===== src/rtl/ocu_pkg.sv =====
package ocu_pkg;

  typedef logic [3:0] ch_idx_t;

  typedef enum logic [2:0] {
    REG_NONE,
    REG_CMP_HI,
    REG_CMP_LO,
    REG_ENABLE,
    REG_FLAG
  } reg_kind_e;

  typedef struct packed {
    reg_kind_e kind;
    ch_idx_t   ch;
  } reg_sel_t;

endpackage


===== src/rtl/ocu_change_det.sv =====
module ocu_change_det #(
  parameter int CNT_W = 16
) (
  input  logic             clk_i,
  input  logic             rst_ni,
  input  logic [CNT_W-1:0] count_i,
  output logic             evt_o
);

  logic [CNT_W-1:0] prev_q;
  logic             primed_q;

  always_ff @(posedge clk_i) begin
    if (!rst_ni) begin
      prev_q   <= '0;
      primed_q <= 1'b0;
    end else begin
      prev_q   <= count_i;
      primed_q <= 1'b1;
    end
  end

  assign evt_o = primed_q && (count_i != prev_q);

  // an event only ever reports a real step of the count
  p_evt_is_step_r5: assert property (@(posedge clk_i) disable iff (!rst_ni)
    evt_o |-> (count_i != $past(count_i)));

endmodule


===== src/rtl/ocu_channel.sv =====
module ocu_channel #(
  parameter int CNT_W = 16,
  parameter int BUS_W = 8
) (
  input  logic             clk_i,
  input  logic             rst_ni,
  input  logic             wr_hi_i,
  input  logic             wr_lo_i,
  input  logic [BUS_W-1:0] wdata_i,
  input  logic [CNT_W-1:0] count_i,
  output logic [CNT_W-1:0] cmp_o,
  output logic             hit_o
);

  localparam int HI_W = CNT_W - BUS_W;

  logic [CNT_W-1:0] cmp_q;

  always_ff @(posedge clk_i) begin
    if (!rst_ni) begin
      cmp_q <= '1;
    end else begin
      if (wr_hi_i) cmp_q[CNT_W-1:BUS_W] <= wdata_i[HI_W-1:0];
      if (wr_lo_i) cmp_q[BUS_W-1:0]     <= wdata_i;
    end
  end

  assign cmp_o = cmp_q;
  assign hit_o = (cmp_q == count_i);

  // a high-byte write lands in the upper half
  p_hi_load_r2: assert property (@(posedge clk_i) disable iff (!rst_ni)
    wr_hi_i |=> (cmp_q[CNT_W-1:BUS_W] == $past(wdata_i[HI_W-1:0])));

  // a low-byte write lands in the lower half
  p_lo_load_r2: assert property (@(posedge clk_i) disable iff (!rst_ni)
    wr_lo_i |=> (cmp_q[BUS_W-1:0] == $past(wdata_i)));

  // an unwritten compare register holds its value
  p_cmp_hold_r9: assert property (@(posedge clk_i) disable iff (!rst_ni)
    !(wr_hi_i || wr_lo_i) |=> $stable(cmp_q));

endmodule


===== src/rtl/ocu_flags.sv =====
module ocu_flags #(
  parameter int NCH = 5
) (
  input  logic           clk_i,
  input  logic           rst_ni,
  input  logic           evt_i,
  input  logic [NCH-1:0] hit_i,
  input  logic           en_wr_i,
  input  logic [NCH-1:0] en_wdata_i,
  input  logic           flag_wr_i,
  input  logic [NCH-1:0] clr_i,
  output logic [NCH-1:0] en_o,
  output logic [NCH-1:0] flag_o,
  output logic           irq_o
);

  logic [NCH-1:0] en_q;
  logic [NCH-1:0] flag_q;
  logic [NCH-1:0] set_vec;
  logic [NCH-1:0] clr_vec;
  logic [NCH-1:0] flag_d;

  assign set_vec = evt_i ? (hit_i & en_q) : '0;
  assign clr_vec = flag_wr_i ? clr_i : '0;
  assign flag_d  = (flag_q & ~clr_vec) | set_vec;

  always_ff @(posedge clk_i) begin
    if (!rst_ni) begin
      en_q   <= '0;
      flag_q <= '0;
    end else begin
      if (en_wr_i) en_q <= en_wdata_i;
      flag_q <= flag_d;
    end
  end

  assign en_o   = en_q;
  assign flag_o = flag_q;
  assign irq_o  = |(flag_q & en_q);

  // a newly raised flag needs an event, a hit and its enable one clock earlier
  p_set_needs_enable_r3: assert property (@(posedge clk_i) disable iff (!rst_ni)
    ((flag_q & ~$past(flag_q)) & ~$past(hit_i & en_q & {NCH{evt_i}})) == '0);

  // with all enables clear no flag rises
  p_disabled_no_set_r4: assert property (@(posedge clk_i) disable iff (!rst_ni)
    (en_q == '0) |=> ((flag_q & ~$past(flag_q)) == '0));

  // without a count step no flag rises
  p_no_step_no_set_r5: assert property (@(posedge clk_i) disable iff (!rst_ni)
    !evt_i |=> ((flag_q & ~$past(flag_q)) == '0));

  // cleared bits with no concurrent set are zero afterwards
  p_clear_r7: assert property (@(posedge clk_i) disable iff (!rst_ni)
    flag_wr_i |=> ((flag_q & $past(clr_i & ~set_vec)) == '0));

  // the interrupt only rises after a count step or an enable write
  p_irq_cause_r8: assert property (@(posedge clk_i) disable iff (!rst_ni)
    $rose(irq_o) |-> ($past(evt_i) || $past(en_wr_i)));

endmodule


===== src/rtl/ocu_top.sv =====
module ocu_top
  import ocu_pkg::*;
#(
  parameter int NCH    = 5,
  parameter int CNT_W  = 16,
  parameter int BUS_W  = 8,
  parameter int ADDR_W = 4
) (
  input  logic              clk_i,
  input  logic              rst_ni,
  input  logic [CNT_W-1:0]  count_i,
  input  logic [ADDR_W-1:0] bus_addr_i,
  input  logic              bus_wr_i,
  input  logic [BUS_W-1:0]  bus_wdata_i,
  output logic [BUS_W-1:0]  bus_rdata_o,
  output logic              irq_o
);

  localparam int CMP_BYTES = 2 * NCH;
  localparam int EN_OFS    = CMP_BYTES;
  localparam int FLAG_OFS  = CMP_BYTES + 1;
  localparam int TOP_BIT   = BUS_W - 1;

  // Channel n-1 (0-based) sits at bit TOP_BIT-(n-1) of the mask/flag bytes
  function automatic logic [BUS_W-1:0] pack_ch(input logic [NCH-1:0] v);
    logic [BUS_W-1:0] r;
    r = '0;
    for (int i = 0; i < NCH; i++) r[TOP_BIT-i] = v[i];
    return r;
  endfunction

  function automatic logic [NCH-1:0] unpack_ch(input logic [BUS_W-1:0] b);
    logic [NCH-1:0] r;
    for (int i = 0; i < NCH; i++) r[i] = b[TOP_BIT-i];
    return r;
  endfunction

  function automatic reg_sel_t decode(input logic [ADDR_W-1:0] a);
    reg_sel_t s;
    int       ai;
    ai     = int'(a);
    s.kind = REG_NONE;
    s.ch   = '0;
    if (ai < CMP_BYTES) begin
      s.kind = a[0] ? REG_CMP_LO : REG_CMP_HI;
      s.ch   = ch_idx_t'(ai / 2);
    end else if (ai == EN_OFS) begin
      s.kind = REG_ENABLE;
    end else if (ai == FLAG_OFS) begin
      s.kind = REG_FLAG;
    end
    return s;
  endfunction

  reg_sel_t         sel;
  logic             evt;
  logic [NCH-1:0]   hit;
  logic [NCH-1:0]   en_w;
  logic [NCH-1:0]   flag_w;
  logic [CNT_W-1:0] cmp_w [NCH];

  assign sel = decode(bus_addr_i);

  ocu_change_det #(.CNT_W(CNT_W)) change_i (
    .clk_i   (clk_i),
    .rst_ni  (rst_ni),
    .count_i (count_i),
    .evt_o   (evt)
  );

  for (genvar g = 0; g < NCH; g++) begin : g_ch
    logic wr_hi;
    logic wr_lo;
    assign wr_hi = bus_wr_i && (sel.kind == REG_CMP_HI) && (sel.ch == ch_idx_t'(g));
    assign wr_lo = bus_wr_i && (sel.kind == REG_CMP_LO) && (sel.ch == ch_idx_t'(g));

    ocu_channel #(.CNT_W(CNT_W), .BUS_W(BUS_W)) chan_i (
      .clk_i   (clk_i),
      .rst_ni  (rst_ni),
      .wr_hi_i (wr_hi),
      .wr_lo_i (wr_lo),
      .wdata_i (bus_wdata_i),
      .count_i (count_i),
      .cmp_o   (cmp_w[g]),
      .hit_o   (hit[g])
    );
  end

  ocu_flags #(.NCH(NCH)) flags_i (
    .clk_i      (clk_i),
    .rst_ni     (rst_ni),
    .evt_i      (evt),
    .hit_i      (hit),
    .en_wr_i    (bus_wr_i && (sel.kind == REG_ENABLE)),
    .en_wdata_i (unpack_ch(bus_wdata_i)),
    .flag_wr_i  (bus_wr_i && (sel.kind == REG_FLAG)),
    .clr_i      (unpack_ch(bus_wdata_i)),
    .en_o       (en_w),
    .flag_o     (flag_w),
    .irq_o      (irq_o)
  );

  always_comb begin
    bus_rdata_o = '0;
    unique case (sel.kind)
      REG_ENABLE: bus_rdata_o = pack_ch(en_w);
      REG_FLAG:   bus_rdata_o = pack_ch(flag_w);
      REG_CMP_HI, REG_CMP_LO: begin
        for (int i = 0; i < NCH; i++) begin
          if (sel.ch == ch_idx_t'(i)) begin
            bus_rdata_o = (sel.kind == REG_CMP_HI) ? BUS_W'(cmp_w[i][CNT_W-1:BUS_W])
                                                   : cmp_w[i][BUS_W-1:0];
          end
        end
      end
      default: bus_rdata_o = '0;
    endcase
  end

  // interrupt is low in the first clock after reset
  p_irq_low_after_reset_r1: assert property (@(posedge clk_i)
    $rose(rst_ni) |-> !irq_o);

endmodule


===== config.mk =====
export PLATFORM = sky130hd
export DESIGN_NAME = ocu_top
export DESIGN_NICKNAME = d
export VERILOG_FILES = /design/src/rtl/ocu_pkg.sv /design/src/rtl/ocu_change_det.sv /design/src/rtl/ocu_channel.sv /design/src/rtl/ocu_flags.sv /design/src/rtl/ocu_top.sv
export SDC_FILE = /design/constraint.sdc
export NUM_CORES = 1
export LEC_CHECK = 0
export ABC_AREA = 1
export BUFFER_PORTS_ARGS = -buffer_cell sky130_fd_sc_hd__clkbuf_2
export CORE_ASPECT_RATIO = 0.75
export CORE_MARGIN = 2
export CORE_UTILIZATION = 50
export CTS_CLUSTER_SIZE = 8
export DETAILED_ROUTE_END_ITERATION = 6
export GPL_TIMING_DRIVEN = 0
export PLACE_DENSITY = 0.7
export SLEW_MARGIN = 20
export SYNTH_ARGS = -nofsm -noshare
export SYNTH_HDL_FRONTEND = slang
export SYNTH_HIERARCHICAL = 1
export SYNTH_SLANG_ARGS = --single-unit

===== constraint.sdc =====
create_clock -name clk_i -period 1.5 [get_ports clk_i]
set_input_delay 0.075 -clock clk_i [delete_from_list [all_inputs] [get_ports clk_i]]
set_output_delay 0.075 -clock clk_i [all_outputs]
set_load 0.02 [all_outputs]

After elaboration in Yosys (flattened, before gate mapping)
Index checks and enable logic that the tools add are counted.
- $lt $le $gt $ge: 1
- equality and inequality tests: 16
- mux-type cells: 19
- bitwise gates (word level): 5
- reductions and logical operators: 18
- operator list (kind ; count):
    equality test 16 bit ; 5
    two-way mux 8 bit ; 10
    one-hot mux 8 bit (3 select lines) ; 1
    inequality test 16 bit ; 1
    AND 5 bit ; 3
    logical AND 1 bit ; 15
    two-way mux 3 bit ; 4
    two-way mux 5 bit ; 2
    equality test 4 x 2 -> 1 bit, second input constant ; 2
    equality test 4 bit, second input constant ; 2
    equality test 3 x 2 -> 1 bit, second input constant ; 2
    inverter 5 bit ; 1
    bitwise OR 5 bit ; 1
    OR reduction 5 bit ; 1
    equality test 4 x 1 -> 1 bit, second input constant ; 1
    equality test 4 x 3 -> 1 bit, second input constant ; 1
    logical NOT 4 bit ; 1
    < comparator 4 bit, second input constant ; 1
    equality test 3 x 1 -> 1 bit, second input constant ; 1
    equality test 3 bit, second input constant ; 1
    two-way mux 2 bit ; 1
    OR reduction 2 bit ; 1
    two-way mux 1 bit ; 1
- register bits after elaboration: 107
- input bits: 31
- word-level logic and storage cells: 73

Longest topological paths before layout
Gate-level depths: netlist (run 1).
- depth after elaboration: 12
- depth in mapped cells: 13
- depth with buffers taken out: 11

Modules after synthesis
Netlist (run 1), hierarchy kept.
- by module, submodules not included (module ; instances ; cells an instance ; area each (um^2)):
    ocu_channel ; 5 ; 116 ; 790.8
    ocu_top ; 1 ; 258 ; 1193.6
    ocu_change_det ; 1 ; 138 ; 805.8
    ocu_flags ; 1 ; 58 ; 399.1

Worst setup path after synthesis (run 1)
Ideal clock, no wire load.
- kind: in2reg
- start: input bus_addr_i[1]
- end: register g_ch[2].chan_i.cmp_q[15]
- setup time: 0.122 ns
- arrival time: 1.410 ns
- slack: -0.032 ns
- stages: 11
- path through: buf_4 o21ai_4 nand2_4 buf_2 nor2_1 inv_1 nor2_1 buf_2 inv_1 nand2_1 nand3_1
- cells in the longest elaborated chain, start to end: 7
- elaborated cells between the ends (all ways): 11
- classes of those cells: order compare: 1; eq/ne: 4; mux: 4; reduce/logical: 2
- ends and longest elaborated chain (what ; RTL line ; text):
    from (decl) ; ocu_top.sv:12 ; input logic [ADDR_W-1:0] bus_addr_i,
    equality test 4 bit ; ocu_top.sv:49 ; end else if (ai == FLAG_OFS) begin
    two-way mux 3 bit ; ocu_top.sv:49 ;
    two-way mux 3 bit ; ocu_top.sv:47 ; end else if (ai == EN_OFS) begin
    two-way mux 3 bit ; ocu_top.sv:44 ; if (ai < CMP_BYTES) begin
    equality test 3 x 1 -> 1 bit ; ocu_top.sv:74 ; assign wr_hi = bus_wr_i && (sel.kind == REG_CMP_HI) && (sel.ch == ch_idx_t'(g));
    logical AND 1 bit ; ocu_top.sv:74 ;
    logical AND 1 bit (*) ; ocu_top.sv:74 ;
    via g_ch[2].wr_hi ; ocu_top.sv:72 ; logic wr_hi;
    to (signal, indexed assignment) ; ocu_channel.sv:23 ; if (wr_hi_i) cmp_q[CNT_W-1:BUS_W] <= wdata_i[HI_W-1:0];
    to (signal, indexed assignment) ; ocu_channel.sv:24 ; if (wr_lo_i) cmp_q[BUS_W-1:0] <= wdata_i;
    to (decl) ; ocu_channel.sv:17 ; logic [CNT_W-1:0] cmp_q;
The timed path passes the listed nets; every way through them passes the cells marked *.
A chain may end at the register's enable or synchronous reset.

Final worst setup path (run 1)
- start: register g_ch[0].chan_i.cmp_q[8]
- end: output bus_rdata_o[0]
- cells in the longest elaborated chain, start to end: 7
- ends and longest elaborated chain (what ; RTL line ; text):
    from (decl) ; ocu_channel.sv:17 ;
    from (signal, indexed assignment) ; ocu_channel.sv:23 ;
    from (signal, indexed assignment) ; ocu_channel.sv:24 ;
    two-way mux 8 bit ; ocu_top.sv:111 ; bus_rdata_o = (sel.kind == REG_CMP_HI) ? BUS_W'(cmp_w[i][CNT_W-1:BUS_W])
    two-way mux 8 bit (5 in series) ; ocu_top.sv:110 ; if (sel.ch == ch_idx_t'(i)) begin
    one-hot mux 8 bit (3 select lines) ; ocu_top.sv:105 ; unique case (sel.kind)
    to (decl) ; ocu_top.sv:15 ; output logic [BUS_W-1:0] bus_rdata_o,
No other way between the ends.

==> results of run 1 <==
[critical path, stage by stage, from the launching register on]
cell,delay (ns)
dfxtp_2,0.36
nand3b_1,0.13
nand3_1,0.08
nand3_1,0.08
nand2_1,0.07
nand2_1,0.06
nand2_1,0.06
a21oi_2,0.19
clkbuf_8,0.18
[final cells by class]
class | count | share of cell area, %
Buffer | 34 | 3.33
Clock buffer | 11 | 3.29
Clock inverter | 5 | 1.08
Inverter | 151 | 7.39
Multi-Input combinational cell | 742 | 46.8
Sequential cell | 107 | 28.5
Tap cell | 166 | 2.71
Timing Repair Buffer | 70 | 6.92
[stage by stage]
stage | instances | cell area (µm²) | util, %
final | 1286 | 7670 | 62.1
after global routing | 1286 | 7670 | 62.1
after CTS | 1281 | 7510 | 60.8
after detailed placement | 1237 | 6760 | 54.7
after global placement | 1237 | 6760 | 54.7
after floorplan | 1034 | 6360 | -
[worst paths after layout]
path | startpoint | to | depth (start not counted)
worst max-delay path | g_ch[0].chan_i/cmp_o[8]$_SDFFE_PN1P_ | bus_rdata_o[0] | 8
worst min-delay path | rst_ni | change_i/primed_q$_DFF_P_ | 1
worst max register to register | g_ch[1].chan_i/cmp_o[12]$_SDFFE_PN1P_ | flags_i/flag_o[1]$_SDFF_PN0_ | 8
worst min register to register | g_ch[1].chan_i/cmp_o[3]$_SDFFE_PN1P_ | g_ch[1].chan_i/cmp_o[3]$_SDFFE_PN1P_ | 2
[per-layer routing]
metal,GRT usage [%],vias to the layer above,wire (µm)
met4,9.31,0,366
li1,-,3320,-
met2,43.7,291,7970
met1,45.4,2909,9600
met3,6.01,30,2100
met5,0,-,0
[sequential cells by signal, indices dropped and copies added, names as in the netlist]
| name | cells |
|---|---|
| change_i/primed_q | 1 |
| g_ch.chan_i/cmp_o | 80 |
| flags_i/flag_o | 5 |
| change_i/prev_q | 16 |
| flags_i/en_o | 5 |
[power breakdown]
group	leakage, nW	switching (mW)	total [mW]	internal, mW
combinational	3.18	0.748	1.20	0.456
clock	0.167	1.09	2.66	1.57
sequential	0.860	0.0685	2.99	2.92
total	4.20	1.91	6.86	4.94
[logic make-up (layout without fill, tap and decap cells)]
group / after synthesis / after routing
AOI/OAI and AO/OA: 61 / 61
xor gates and xnor gates: 56 / 56
buffers and inverters: 185 / 271
DFF: 107 / 107
and+or+nand+nor: 625 / 625
[synthesized netlist by cell type, drive strengths merged]
| master | number | area (µm²) |
|---|---|---|
| a21oi | 10 | 50.1 |
| a22o | 5 | 43.8 |
| a31oi | 4 | 25.0 |
| buf | 27 | 181 |
| clkbuf | 7 | 33.8 |
| dfxtp | 107 | 2140 |
| inv | 151 | 567 |
| nand2 | 439 | 1660 |
| nand3 | 106 | 531 |
| nand3b | 3 | 22.5 |
| nand4 | 1 | 6.26 |
| nor2 | 73 | 284 |
| nor3 | 3 | 25.0 |
| o211ai | 26 | 195 |
| o21ai | 15 | 90.1 |
| o21bai | 1 | 7.51 |
| xnor2 | 55 | 482 |
| xor2 | 1 | 8.76 |
[repair_timing]
action                                 4_1_cts  5_1_grt
setup endpoints to repair                   16       14
buffers inserted                            28        5
pin swaps                                   48       21
endpoints found under the hold margin        0        0
resized for setup                           79       38
==> flow_summary.yaml, run 1 <==
floorplan:
  core-area_um2: 12300
  die_x_um: 134
  ios: 40
  die_h_um: 102
  rows: 35
  start_util_pct: 51.4
  dieArea_um2: 13600
synth:
  synth-xor-area-share_pct: 7.72
  seq_area_frac_synth_pct: 33.7
  syn_nets: 1065
  synthSimpleGateAreaFrac_pct: 39.8
  synth-adder-area-share_pct: 0
  postSynthAreaPerCell_um2: 6.14
  synth_top_family_by_area: "simple AND/OR/NAND/NOR gates"
  synth_mux_area_share_pct: 0
  ys_types: 30
  syn_inst: 1034
  netlist_area_um2: 6350
  ys.warnings.count: 6
  synth_compound_area_share_pct: 6.48
  ys_seq_elements: 107
timing:
  max_slew_margin_pct: 55.1
  setup_violations: 8
  setup_ws_ns: -0.131
  tightest_slew_ns: 0.668
  finalMaxSlewViolations: 0
  fmax_mhz: 613
  fin_setup_tns_ns: -0.735
  final_hold_viol_count: 0
  whs_ns: 0.0283
  finalCritPeriodShare_pct: 109
  rsz0062_at_grt: "yes"
  fin_crit_ns: 1.63
  fin_skew_ns: 0.00763
cts:
  cts_tree: "built"
  ctsHoldBuffers: 0
  clockBufferDepth: 2
  clkTransAtPathRegs_ns: 0.07
  clock_latency_ns: 0.35
  clock-sinks: 107
  cts_buffers: 9
  cts_max_level: 3
  cts-root-buf: "clkbuf_16"
routing:
  drc: 0
  detail-route-antenna-nets: 0
  vias_per_cell: 5.09
  wl_per_cell_um: 15.6
  drt-initial-drc-count: 755
  wirelength_mm: 20.0
  first_pass_iters: 5
  vias: 6550
cells_and_area:
  layout_common_cells: "nand2_1 (428), inv_1 (135), nand3_1 (92)"
  num-fill-cells: 1184
  multi_input_area_um2: 3590
  regArea_um2: 2180
  layout.nets: 1146
  diodes: 0
  drive_above_1_share_pct: 18.7
  area_growth_pct: 20.8
  layout_commonest_cell: "nand2_1"
placement:
  hpwl_mm: 14.4
  gp_congestion: 0.994
  io_buffer_count: 37
  pre_cts_ws_ns: -0.407
setup_path:
  end_kind: "output pin"
  crit_type: "reg -> out"
  reg2reg_slack_ns: 0.08
  cp_max_fo: 3
  cp_data_arrival_time_ns: 1.56
  critPathLaunchType: "flip-flop"
  cp.required_ns: 1.42
outcome:
  violations: "negative setup slack"
  status: "finished, violations left"
power:
  total_power_mw: 6.86
  p_leak_nw: 4.20
  p_per_area_nw_per_um2: 894
  ir_worst_vdd_mv: 0.570
flow_run:
  drv_cap: 0
grt:
  grtUsageTotal_pct: 30.3
  grt_max_degree: 18
  grt_overflow: 0
  grt_pass1_wl_mm: 31.2
  grt_pass1_vias: 5719
  grt_antenna_before_repair: 0
worst_hold_path:
  min_path_type: "in -> reg"
No activity file was read; power rests on OpenSTA's default activity.
==> run 2: changes to the inputs <==
- CELL_PAD_IN_SITES_DETAIL_PLACEMENT: not set -> 0
- CELL_PAD_IN_SITES_GLOBAL_PLACEMENT: not set -> 2
- CORE_UTILIZATION: 50 -> 31
- CTS_BUF_LIST: not set -> sky130_fd_sc_hd__clkbuf_2
- PLACE_DENSITY: 0.7 -> not set
- PLACE_DENSITY_LB_ADDON: not set -> 0.1
==> flow_summary.yaml, run 2 (synthesis gave the netlist of run 1 again) <==
routing:
  drc: 0
  vias_per_cell: 4.58
  drt-initial-drc-count: 477
  wirelength_mm: 24.7
  first_pass_iters: 4
  vias: 6417
  detail-route-antenna-nets: 0
  wl_per_cell_um: 17.6
floorplan:
  rows: 45
  die_x_um: 169
  dieArea_um2: 21700
  core-area_um2: 20200
  ios: 40
  die_h_um: 128
  start_util_pct: 31.5
power:
  clkPwrFrac_pct: 24.5
  p_switching_mw: 2.02
  seqPwrFrac_pct: 52.9
  swShare_pct: 35.5
  ir_worst_vdd_mv: 0.353
  p_int_mw: 3.67
  p_per_area_nw_per_um2: 725
  p_leak_nw: 4.18
  power_frac_comb_pct: 22.6
placement:
  dp_cells: 1329
  io_buffer_count: 37
  gp_congestion: 0.843
  hpwl_mm: 18.2
  placed_area_um2: 6870
cells_and_area:
  largest_register_ffs: 80
  layout_common_cells: "nand2_1 (416), inv_1 (133), nand3_1 (90)"
  final_cells: 1401
  drive_above_1_share_pct: 20.9
  area_growth_pct: 23.5
  num-fill-cells: 2262
  postLayoutCoreUtil_pct: 38.9
  layout.nets: 1168
  final_design_area_no_fill_um2: 7850
  layout_commonest_cell: "nand2_1"
setup_path:
  crit_chain: "nand3b_1, nand3_2, nand3_2, nand2_2, nand2_1, nand2_1, a21oi_2, clkbuf_8"
  cp_data_arrival_time_ns: 1.95
  cp.required_ns: 1.42
  cp_slowest_stage_delay_ns: 0.44
  timing.rr.end: "flags_i/flag_o[1]$_SDFF_PN0_"
  cp_max_fo: 3
  end_kind: "output pin"
  reg2reg_slack_ns: 0.07
  path_delay_family: "simple AND/OR/NAND/NOR gates"
  ff2ff_path_depth: 8
  cp_num_buf_inv: 1
  r2r_start: "g_ch[1].chan_i/cmp_o[12]$_SDFFE_PN1P_"
  cpMaxStageDelayCell: "dfxtp_2"
  crit_type: "reg -> out"
  critPathLaunchType: "flip-flop"
worst_hold_path:
  worstHoldStart: "bus_addr_i[2]"
  whs_endpoint: "g_ch[1].chan_i/cmp_o[7]$_SDFFE_PN1P_"
  min_path_type: "in -> reg"
  holdPathStages: 5
outcome:
  violations: "negative setup slack"
  status: "finished, violations left"
timing:
  tightest_slew_ns: 0.534
  setup_ws_ns: -0.528
  finalMaxSlewViolations: 0
  final_hold_viol_count: 0
  finalCritPeriodShare_pct: 135
  rsz0062_at_grt: "yes"
  fin_skew_ns: 0.0308
  setup_violations: 9
  fin_crit_ns: 2.03
  fin_setup_tns_ns: -4.03
  fmax_mhz: 493
  max_slew_margin_pct: 64.4
grt:
  use_met1_pct: 37.9
  use_met3_pct: 3.89
  grt-busiest-layer: "met1"
  grt_max_degree: 20
  grtUsageTotal_pct: 23.3
  grt_antenna_before_repair: 1
  globalRouteMet2Util_pct: 31.2
  grt_pass1_vias: 5769
  grt_overflow: 0
  grt_pass1_wl_mm: 36.6
cts:
  cts_buffers: 9
  clockBufferDepth: 2
  clock_latency_ns: 0.67
  cts-root-buf: "clkbuf_2"
  cts_tree: "built"
  clkTransAtPathRegs_ns: 0.32
  clock-sinks: 107
  cts_max_level: 3
flow_run:
  drv_cap: 0
[run 2: power by group through the flow]
stage	clock (mW)	combinational [mW]	sequential, mW
6_report	1.39	1.29	3.01
5_1_grt	1.54	1.43	3.02
4_1_cts	1.46	1.24	3.01
3_5_place_dp	0	1.09	3.06
3_3_place_gp	0	1.10	3.06
2_1_floorplan	0	0.665	3.03
[run 2: layer usage]
layer  wire, µm  part of all wire, %
met5          0                    0
met4        335                  1.4
met3       1140                  4.6
met2       9330                   38
met1      13900                   56
[run 2: worst max-delay path by stage]
stage                                               from                                     to  cells after the start
floorplan                                  bus_addr_i[1]  g_ch[4].chan_i/cmp_o[15]$_SDFFE_PN1P_                     11
global placement                           bus_addr_i[3]   g_ch[2].chan_i/cmp_o[7]$_SDFFE_PN1P_                      8
detailed placement                         bus_addr_i[3]   g_ch[2].chan_i/cmp_o[7]$_SDFFE_PN1P_                      8
CTS                 g_ch[1].chan_i/cmp_o[5]$_SDFFE_PN1P_                         bus_rdata_o[5]                     11
global route        g_ch[0].chan_i/cmp_o[2]$_SDFFE_PN1P_                         bus_rdata_o[2]                      9
finish              g_ch[0].chan_i/cmp_o[9]$_SDFFE_PN1P_                         bus_rdata_o[1]                      8
[run 2: area by class of cell]
type	count	area, µm²	area share [%]
clock buffer	9	45.0	0.574
buffer	34	225	2.87
antenna	1	2.50	0.0319
tap	258	323	4.11
sequential	107	2210	28.1
multi-input combinational	742	3660	46.7
clock inverter	7	60.1	0.766
inverter	151	571	7.27
timing repair buffer	92	749	9.55
[run 2: what timing repair did]
action / in CTS / in global routing
endpoints found under the hold margin: 107 / 0
endpoints found under the setup margin: 14 / 27
hold buffers: 34 / 0
pin swaps: 17 / 45
gates resized for setup: 83 / 65
buffers inserted: 18 / 3
[run 2: worst min-delay path, delay by kind of cell]
family / cells / cell delay [ns]
buffers and inverters: 2 / 0.23
AO/OA/AOI/OAI: 1 / 0.17
AND/OR/NAND/NOR: 2 / 0.21
[run 2: through the flow]
stage | hold slack [ns] | total power [mW] | worst slack (ns)
finish | 0.0376 | 5.69 | -0.528
CTS | 0.00325 | 5.71 | -0.595
global route | 0.0153 | 5.99 | -0.668
floorplan | 0.103 | 3.70 | 0.0179
detailed placement | 0.419 | 4.15 | -0.514
global placement | 0.424 | 4.16 | -0.513
